[src/rtl/xaddr_pkg.sv]
package xaddr_pkg;
  localparam int ENTRY_W = 32;
  localparam int SEL_W   = 5;
  localparam int SPC_N   = 6;
  localparam int SPC_STAT = 4;
  localparam int SPC_DYN  = 5;
  typedef enum logic [1:0] {
    MODE_PLAIN = 2'b00,
    MODE_TI64  = 2'b01,
    MODE_TIME  = 2'b10,
    MODE_A40   = 2'b11
  } xaddr_mode_e;
endpackage

[src/rtl/xaddr_sel.sv]
module xaddr_sel #(
  parameter int DW    = 32,
  parameter int SCR_N = 16
) (
  input  logic [xaddr_pkg::SEL_W-1:0]    sel_i,
  input  logic [SCR_N*DW-1:0]            scr_i,
  input  logic [xaddr_pkg::SPC_N*DW-1:0] spc_i,
  output logic [DW-1:0]                  val_o,
  output logic                           bad_o
);
  localparam int TOT_N = SCR_N + xaddr_pkg::SPC_N;

  logic [DW-1:0] bank [TOT_N];

  for (genvar g = 0; g < TOT_N; g++) begin : g_bank
    if (g < SCR_N) begin : g_scr
      assign bank[g] = scr_i[g*DW +: DW];
    end else begin : g_spc
      assign bank[g] = spc_i[(g-SCR_N)*DW +: DW];
    end
  end

  always_comb begin
    val_o = '0;
    bad_o = 1'b1;
    for (int k = 0; k < TOT_N; k++) begin
      if (int'(sel_i) == k) begin
        val_o = bank[k];
        bad_o = 1'b0;
      end
    end
  end
endmodule

[src/rtl/xaddr_hi.sv]
module xaddr_hi #(
  parameter int DW = 32
) (
  input  logic          ext_i,
  input  logic [DW-1:0] hi_q_i,
  input  logic [DW-1:0] dyn_i,
  input  logic [DW-1:0] stat_i,
  output logic [DW-1:0] up_o
);
  always_comb begin
    if (ext_i)              up_o = hi_q_i;
    else if (dyn_i  != '0)  up_o = dyn_i;
    else if (stat_i != '0)  up_o = stat_i;
    else                    up_o = '0;
  end
endmodule

[src/rtl/xaddr_cnt.sv]
module xaddr_cnt #(
  parameter int DW    = 32,
  parameter int CNT_W = 24
) (
  input  logic             clk_i,
  input  logic             rst_ni,
  input  logic             ld_i,
  input  logic [CNT_W-1:0] ld_cnt_i,
  input  logic [DW-1:0]    ld_lo_i,
  input  logic             chunk_i,
  input  logic [CNT_W-1:0] avail_i,
  output logic [CNT_W-1:0] len_o,
  output logic [CNT_W-1:0] cnt_o,
  output logic [DW-1:0]    lo_o,
  output logic [DW-1:0]    tot_o
);
  logic [CNT_W-1:0] cnt_q;
  logic [DW-1:0]    lo_q, tot_q;
  logic [DW-1:0]    len_ext;

  assign len_o   = (avail_i < cnt_q) ? avail_i : cnt_q;
  assign len_ext = {{(DW-CNT_W){1'b0}}, len_o};

  always_ff @(posedge clk_i or negedge rst_ni) begin
    if (!rst_ni) begin
      cnt_q <= '0;
      lo_q  <= '0;
      tot_q <= '0;
    end else if (ld_i) begin
      cnt_q <= ld_cnt_i;
      lo_q  <= ld_lo_i;
    end else if (chunk_i) begin
      cnt_q <= cnt_q - len_o;
      lo_q  <= lo_q + len_ext;
      tot_q <= tot_q + len_ext;
    end
  end

  assign cnt_o = cnt_q;
  assign lo_o  = lo_q;
  assign tot_o = tot_q;
endmodule

[src/rtl/dma_xaddr_top.sv]
module dma_xaddr_top #(
  parameter int DW    = 32,
  parameter int CNT_W = 24,
  parameter int SCR_N = 16
) (
  input  logic                           clk_i,
  input  logic                           rst_ni,
  input  logic [1:0]                     mode_i,
  input  logic                           start_i,
  input  logic                           tbl_ind_i,
  input  logic [xaddr_pkg::ENTRY_W-1:0]  dw0_i,
  input  logic [DW-1:0]                  lo_addr_i,
  input  logic [CNT_W-1:0]               cnt_ld_i,
  input  logic [SCR_N*DW-1:0]            scr_bank_i,
  input  logic [xaddr_pkg::SPC_N*DW-1:0] spc_bank_i,
  input  logic                           chunk_i,
  input  logic [CNT_W-1:0]               avail_i,
  output logic [2*DW-1:0]                dma_addr_o,
  output logic [CNT_W-1:0]               chunk_len_o,
  output logic [CNT_W-1:0]               cnt_o,
  output logic [DW-1:0]                  nxt_addr_o,
  output logic [DW-1:0]                  csbc_o,
  output logic                           done_o,
  output logic                           err_o
);
  import xaddr_pkg::*;

  localparam int TOPB_W = ENTRY_W - CNT_W;

  logic            ext_on, a40_on;
  logic [DW-1:0]   sel_val, hi_q, hi_d, up;
  logic            sel_bad, err_d;
  logic [CNT_W-1:0] ld_cnt;

  assign ext_on = mode_i[0];
  assign a40_on = (xaddr_mode_e'(mode_i) == MODE_A40);

  xaddr_sel #(.DW(DW), .SCR_N(SCR_N)) u_sel (
    .sel_i (dw0_i[CNT_W +: SEL_W]),
    .scr_i (scr_bank_i),
    .spc_i (spc_bank_i),
    .val_o (sel_val),
    .bad_o (sel_bad)
  );

  // 40-bit check must precede the selector path
  always_comb begin
    hi_d  = '0;
    err_d = 1'b0;
    if (tbl_ind_i) begin
      if (a40_on) begin
        hi_d = {{(DW-TOPB_W){1'b0}}, dw0_i[ENTRY_W-1 -: TOPB_W]};
      end else if (ext_on) begin
        hi_d  = sel_bad ? '0 : sel_val;
        err_d = sel_bad;
      end
    end
  end

  assign ld_cnt = tbl_ind_i ? dw0_i[CNT_W-1:0] : cnt_ld_i;

  always_ff @(posedge clk_i or negedge rst_ni) begin
    if (!rst_ni) begin
      hi_q  <= '0;
      err_o <= 1'b0;
    end else if (start_i) begin
      hi_q  <= hi_d;
      err_o <= err_d;
    end
  end

  xaddr_cnt #(.DW(DW), .CNT_W(CNT_W)) u_cnt (
    .clk_i    (clk_i),
    .rst_ni   (rst_ni),
    .ld_i     (start_i),
    .ld_cnt_i (ld_cnt),
    .ld_lo_i  (lo_addr_i),
    .chunk_i  (chunk_i),
    .avail_i  (avail_i),
    .len_o    (chunk_len_o),
    .cnt_o    (cnt_o),
    .lo_o     (nxt_addr_o),
    .tot_o    (csbc_o)
  );

  xaddr_hi #(.DW(DW)) u_hi (
    .ext_i  (ext_on),
    .hi_q_i (hi_q),
    .dyn_i  (spc_bank_i[SPC_DYN*DW +: DW]),
    .stat_i (spc_bank_i[SPC_STAT*DW +: DW]),
    .up_o   (up)
  );

  assign dma_addr_o = {up, nxt_addr_o};
  assign done_o     = (cnt_o == '0);
endmodule

[config.mk]
export PLATFORM = sky130hd
export DESIGN_NAME = dma_xaddr_top
export DESIGN_NICKNAME = d
export VERILOG_FILES = /design/src/rtl/xaddr_pkg.sv /design/src/rtl/xaddr_sel.sv /design/src/rtl/xaddr_hi.sv /design/src/rtl/xaddr_cnt.sv /design/src/rtl/dma_xaddr_top.sv
export SDC_FILE = /design/constraint.sdc
export NUM_CORES = 1
export LEC_CHECK = 0
export ABC_AREA = 1
export BUFFER_PORTS_ARGS = -buffer_cell sky130_fd_sc_hd__buf_2
export CAP_MARGIN = 20
export CORE_AREA = 2 2 393 395
export CTS_CLUSTER_DIAMETER = 200
export DETAILED_ROUTE_END_ITERATION = 10
export DIE_AREA = 0 0 395 397
export MAX_ROUTING_LAYER = met4
export PLACE_DENSITY = 0.34
export SLEW_MARGIN = 30
export SYNTH_ARGS = -nofsm -noshare
export SYNTH_HDL_FRONTEND = slang
export SYNTH_SLANG_ARGS = --single-unit
[constraint.sdc]
create_clock -name clk_i -period 4.3 [get_ports clk_i]
set_clock_uncertainty 0.1 [all_clocks]
set_input_delay 0.645 -clock clk_i [delete_from_list [all_inputs] [get_ports clk_i]]
set_output_delay 0.645 -clock clk_i [all_outputs]
set_load 0.05 [all_outputs]
==> flow_results.org <==
** Run status
- The run finished, with violations left.
- Violations in the final reports :: setup timing

** Floorplan
- Area inside the core boundary :: 153000 um^2
- The floorplan step set the die width to 395 um.
- Count of boundary I/O pins :: 1001
- The die is 397 um tall.
- Initial Util :: between 10% and 20%
- After floorplanning, the core was divided into approximately 140 placement rows.
- Area of the die :: 156800 um^2

** Yosys
- Synthesis inferred between 100 and 150 register bits.
- By area the synthesized netlist is led by nand2_1 23%, dfrtp_1 18%, ha_1 7.1%.
- Of all flip-flops after synthesis, the portion carrying an async set or reset was between 90% and 100%.
- Counting flops with a built-in enable in the synthesized netlist gives 0.
- Counting every instance in the synthesized netlist gives between 2000 and 3000.
- In the post-synthesis netlist, the cell with the most instances is nand2_1.
- Yosys top cell by area :: nand2_1
- Seq/Total Area, Yosys :: between 10% and 20%
- Ys flop type :: dfrtp_1
- Each instance of the synthesized netlist takes up on average ~5.7 um^2.
- Summed over its instances, the top area cell type makes up 22.55% of the synthesized netlist area.
- Synthesized Nets :: 3804
- List of most frequent post-synthesis cells :: 992 x nand2_1, 313 x inv_1, 228 x a21oi_1
- The Yosys step of the flow raised 0 warnings.
- Yosys mapped the design onto 49 distinct sky130hd cell types.
- The mapped netlist covers 16510 um^2.

** STA
- Highest attainable clock frequency :: 227.2 MHz
- The count of endpoints failing hold in the final timing report came to 0.
- Fraction of the cycle the final worst path needs :: 102.4%
- Total of endpoints with negative setup slack in the final report :: 6
- Min Clock Period, post-route :: ~4.4 ns
- Actual transition at the worst max-transition pin :: 0.8900 ns
- The number of max-slew violations in the final report was 0.
- Sum Neg Setup Slack :: -0.1975 ns
- Once routing completed, OpenROAD measured the worst setup slack at -0.1024 ns.
- Worst rel slew slack :: between 40% and 50%
- Setup repair after global routing could not meet its margin everywhere.

** Cells and area
- Fraction of layout cells with a size suffix above 1 :: between 40% and 50%
- Net total in the final layout :: 5102
- The area growth from synthesis to layout is 77.22%.

** Detailed routing
- Mean number of vias per cell :: ~4.0
- Pre-Repair DR Iteration Count :: 5
- For this block, the routed nets add up to 155800 um of wire.
- Drt first-iter violations :: about 1800
- WL/cell :: between 20 and 25 um
- In this run the remaining antenna-violating nets after routing total 0.
- Drt drc :: 0
- Vias :: 25050

** Placement
- Timing analysis after detailed placement gives a worst setup slack of -0.7849 ns.
- HPWL after detailed placement :: 135800 um
- Routability congestion estimate from global placement :: around 1.0
- In this run the tool buffered the top-level ports with 1000 buffer cells.

** Power and ir drop
- Worst vdd rail ir drop :: 0.0004981 V
- For this design the ratio of total power to cell area is 752.3 nW/um^2.
- Pleak :: 14.69 nW
- Total power for the finished layout comes to 0.02201 W.

** Clocking
- The clock passes through at most 2 buffers.
- Number of buffers added by the clock tree synthesis step :: 17
- Htree depth :: 4
- TritonCTS clock tree :: built
- Clock-pin slew was measured on the worst setup and hold paths at 0.07 ns.
- Total number of clock tree sinks :: 121
- Clock latency on the worst-skew pair, taken at its later pin, is 0.50 ns.
- Clock tree synthesis selected as its root buffer the cell clkbuf_16.

** Global routing
- Grt ovf :: 0
- Number of global-route vias before repair :: 24670
- Maximum number of pins on one net before global-route repair :: 75
- All-layer global routing usage :: between 10% and 20%
- The first global-routing pass estimated approximately 210000 um of wire.
- The number of antenna violations at the first check in global routing is 76.

** Critical path
- The number of buffers and inverters on the critical path is 16.
- Cell family contributing the most delay on the critical path :: buffers and inverters
- Along the worst path, the maximum fanout reaches 6.
- Data on the critical path arrives at its endpoint at 4.67 ns.
- The worst setup path is captured at a register.
- Cells on worst reg2reg path :: 29
- Data required time of the critical path :: 4.57 ns
- Largest incremental delay on the critical path :: 0.43 ns
- In this design, the critical path's most frequently occurring cell is buf_4.
- Counting buffers and inverters, the worst setup path is 29 cells deep.
- Cell type of the slowest stage on the worst timing path :: dfrtp_2
- The worst setup path is launched from a register.
- Category of the critical setup timing path :: register to register

** Run
- Max-cap violations in this run came to 0.

** Hold path
- Hold Crit Class :: input port to asynchronous set/reset pin
-- layout make-up --
class,instances,area [um^2]
diodes,77,192.7
clock buffers,17,425.4
clock inverters,15,247.7
fillers,17970,123700
inverters,329,1261
multi-input cells,2273,12690
flip-flops and latches,121,3054
well taps,2044,2557
repair buffers,1440,8830
-- worst paths after layout --
kind / from / end / slack (ns)
max: u_cnt.cnt_o[9] / u_cnt.lo_o[4] / -0.10
min: rst_ni / u_cnt.lo_o[12] / 0.13
max reg2reg: u_cnt.cnt_o[9] / u_cnt.lo_o[4] / -0.10
min reg2reg: hi_q[3] / hi_q[3] / 0.38
max in group asynchronous: rst_ni / hi_q[2] / 3.14
min in group clk_i: lo_addr_i[16] / u_cnt.lo_o[16] / 0.27
-- placed cells by master (no fill, tap or decap), drive strengths merged, types with 9 or more instances in the layout --
cell type	netlist	routed
o21ai	235	235
a31oi	23	23
ha	94	94
buf	69	1439
o211ai	16	16
nand4	120	120
diode	0	77
xnor2	16	16
nand2	993	993
nor4	13	13
o22ai	22	22
a21oi	231	231
clkbuf	92	18
clkinv	4	9
or2	93	93
xor2	30	30
nor3	20	20
inv	325	322
a21boi	12	12
a22oi	19	19
dfrtp	121	121
nand3	132	132
nor2	164	164
-- stage by stage --
| stage | hold WS [ns] | instances | util [%] | cell area, um^2 |
|---|---|---|---|---|
| 2_1_floorplan | 0.2494 | 2884 | - | 16660 |
| 3_3_place_gp | 0.3632 | 6149 | 17.51 | 26780 |
| 3_5_place_dp | 0.3659 | 6149 | 17.51 | 26780 |
| 4_1_cts | 0.1292 | 6213 | 18.27 | 27950 |
| 5_1_grt | 0.1668 | 6295 | 19.10 | 29210 |
| 6_report | 0.1309 | 6316 | 19.13 | 29260 |
-- power breakdown --
group          leakage [nW]  switching (W)  internal [W]
Sequential             1.50       0.000450       0.00154
Combinational          12.9         0.0103       0.00791
Clock                 0.326       0.000698       0.00109
-- per-layer routing --
| metal | global-route usage, % | vias up | part of all wire [%] |
|---|---|---|---|
| met2 | 29.76 | 864 | 44 |
| met5 | - | - | 0 |
| met1 | 27.13 | 11900 | 47 |
| met4 | 2.965 | 0 | 1.4 |
| li1 | - | 12170 | - |
| met3 | 4.423 | 113 | 8.0 |
-- registers in the layout (all words and copies together), names as in the netlist --
name         flops
u_cnt.lo_o      32
hi_q            32
u_cnt.tot_o     32
u_cnt.cnt_o     24
err_o            1
-- worst register-to-register path: cells and delay by family (launching register included) --
| kind | cells | cell delay (ns) |
|---|---|---|
| buffers and inverters | 16 | 1.89 |
| AO/OA/AOI/OAI | 7 | 1.10 |
| adder cells (fa/ha/maj) | 2 | 0.43 |
| flip-flops | 1 | 0.43 |
| AND/OR/NAND/NOR | 4 | 0.32 |
-- kinds of logic after synthesis --
group | synth area share, %
xor+xnor | 2.440
fa+ha+maj | 7.487
buf+inv | 12.16
flops | 18.34
simple gates | 40.11
compound gates | 19.47
-- repair_timing --
action,CTS,global route
pin swaps,44,72
resized for setup,66,226
setup endpoints to repair,55,64
hold buffers,0,0
cloned,0,1
buffers inserted,34,30
Note: power is estimated with default switching activity, not from simulation.
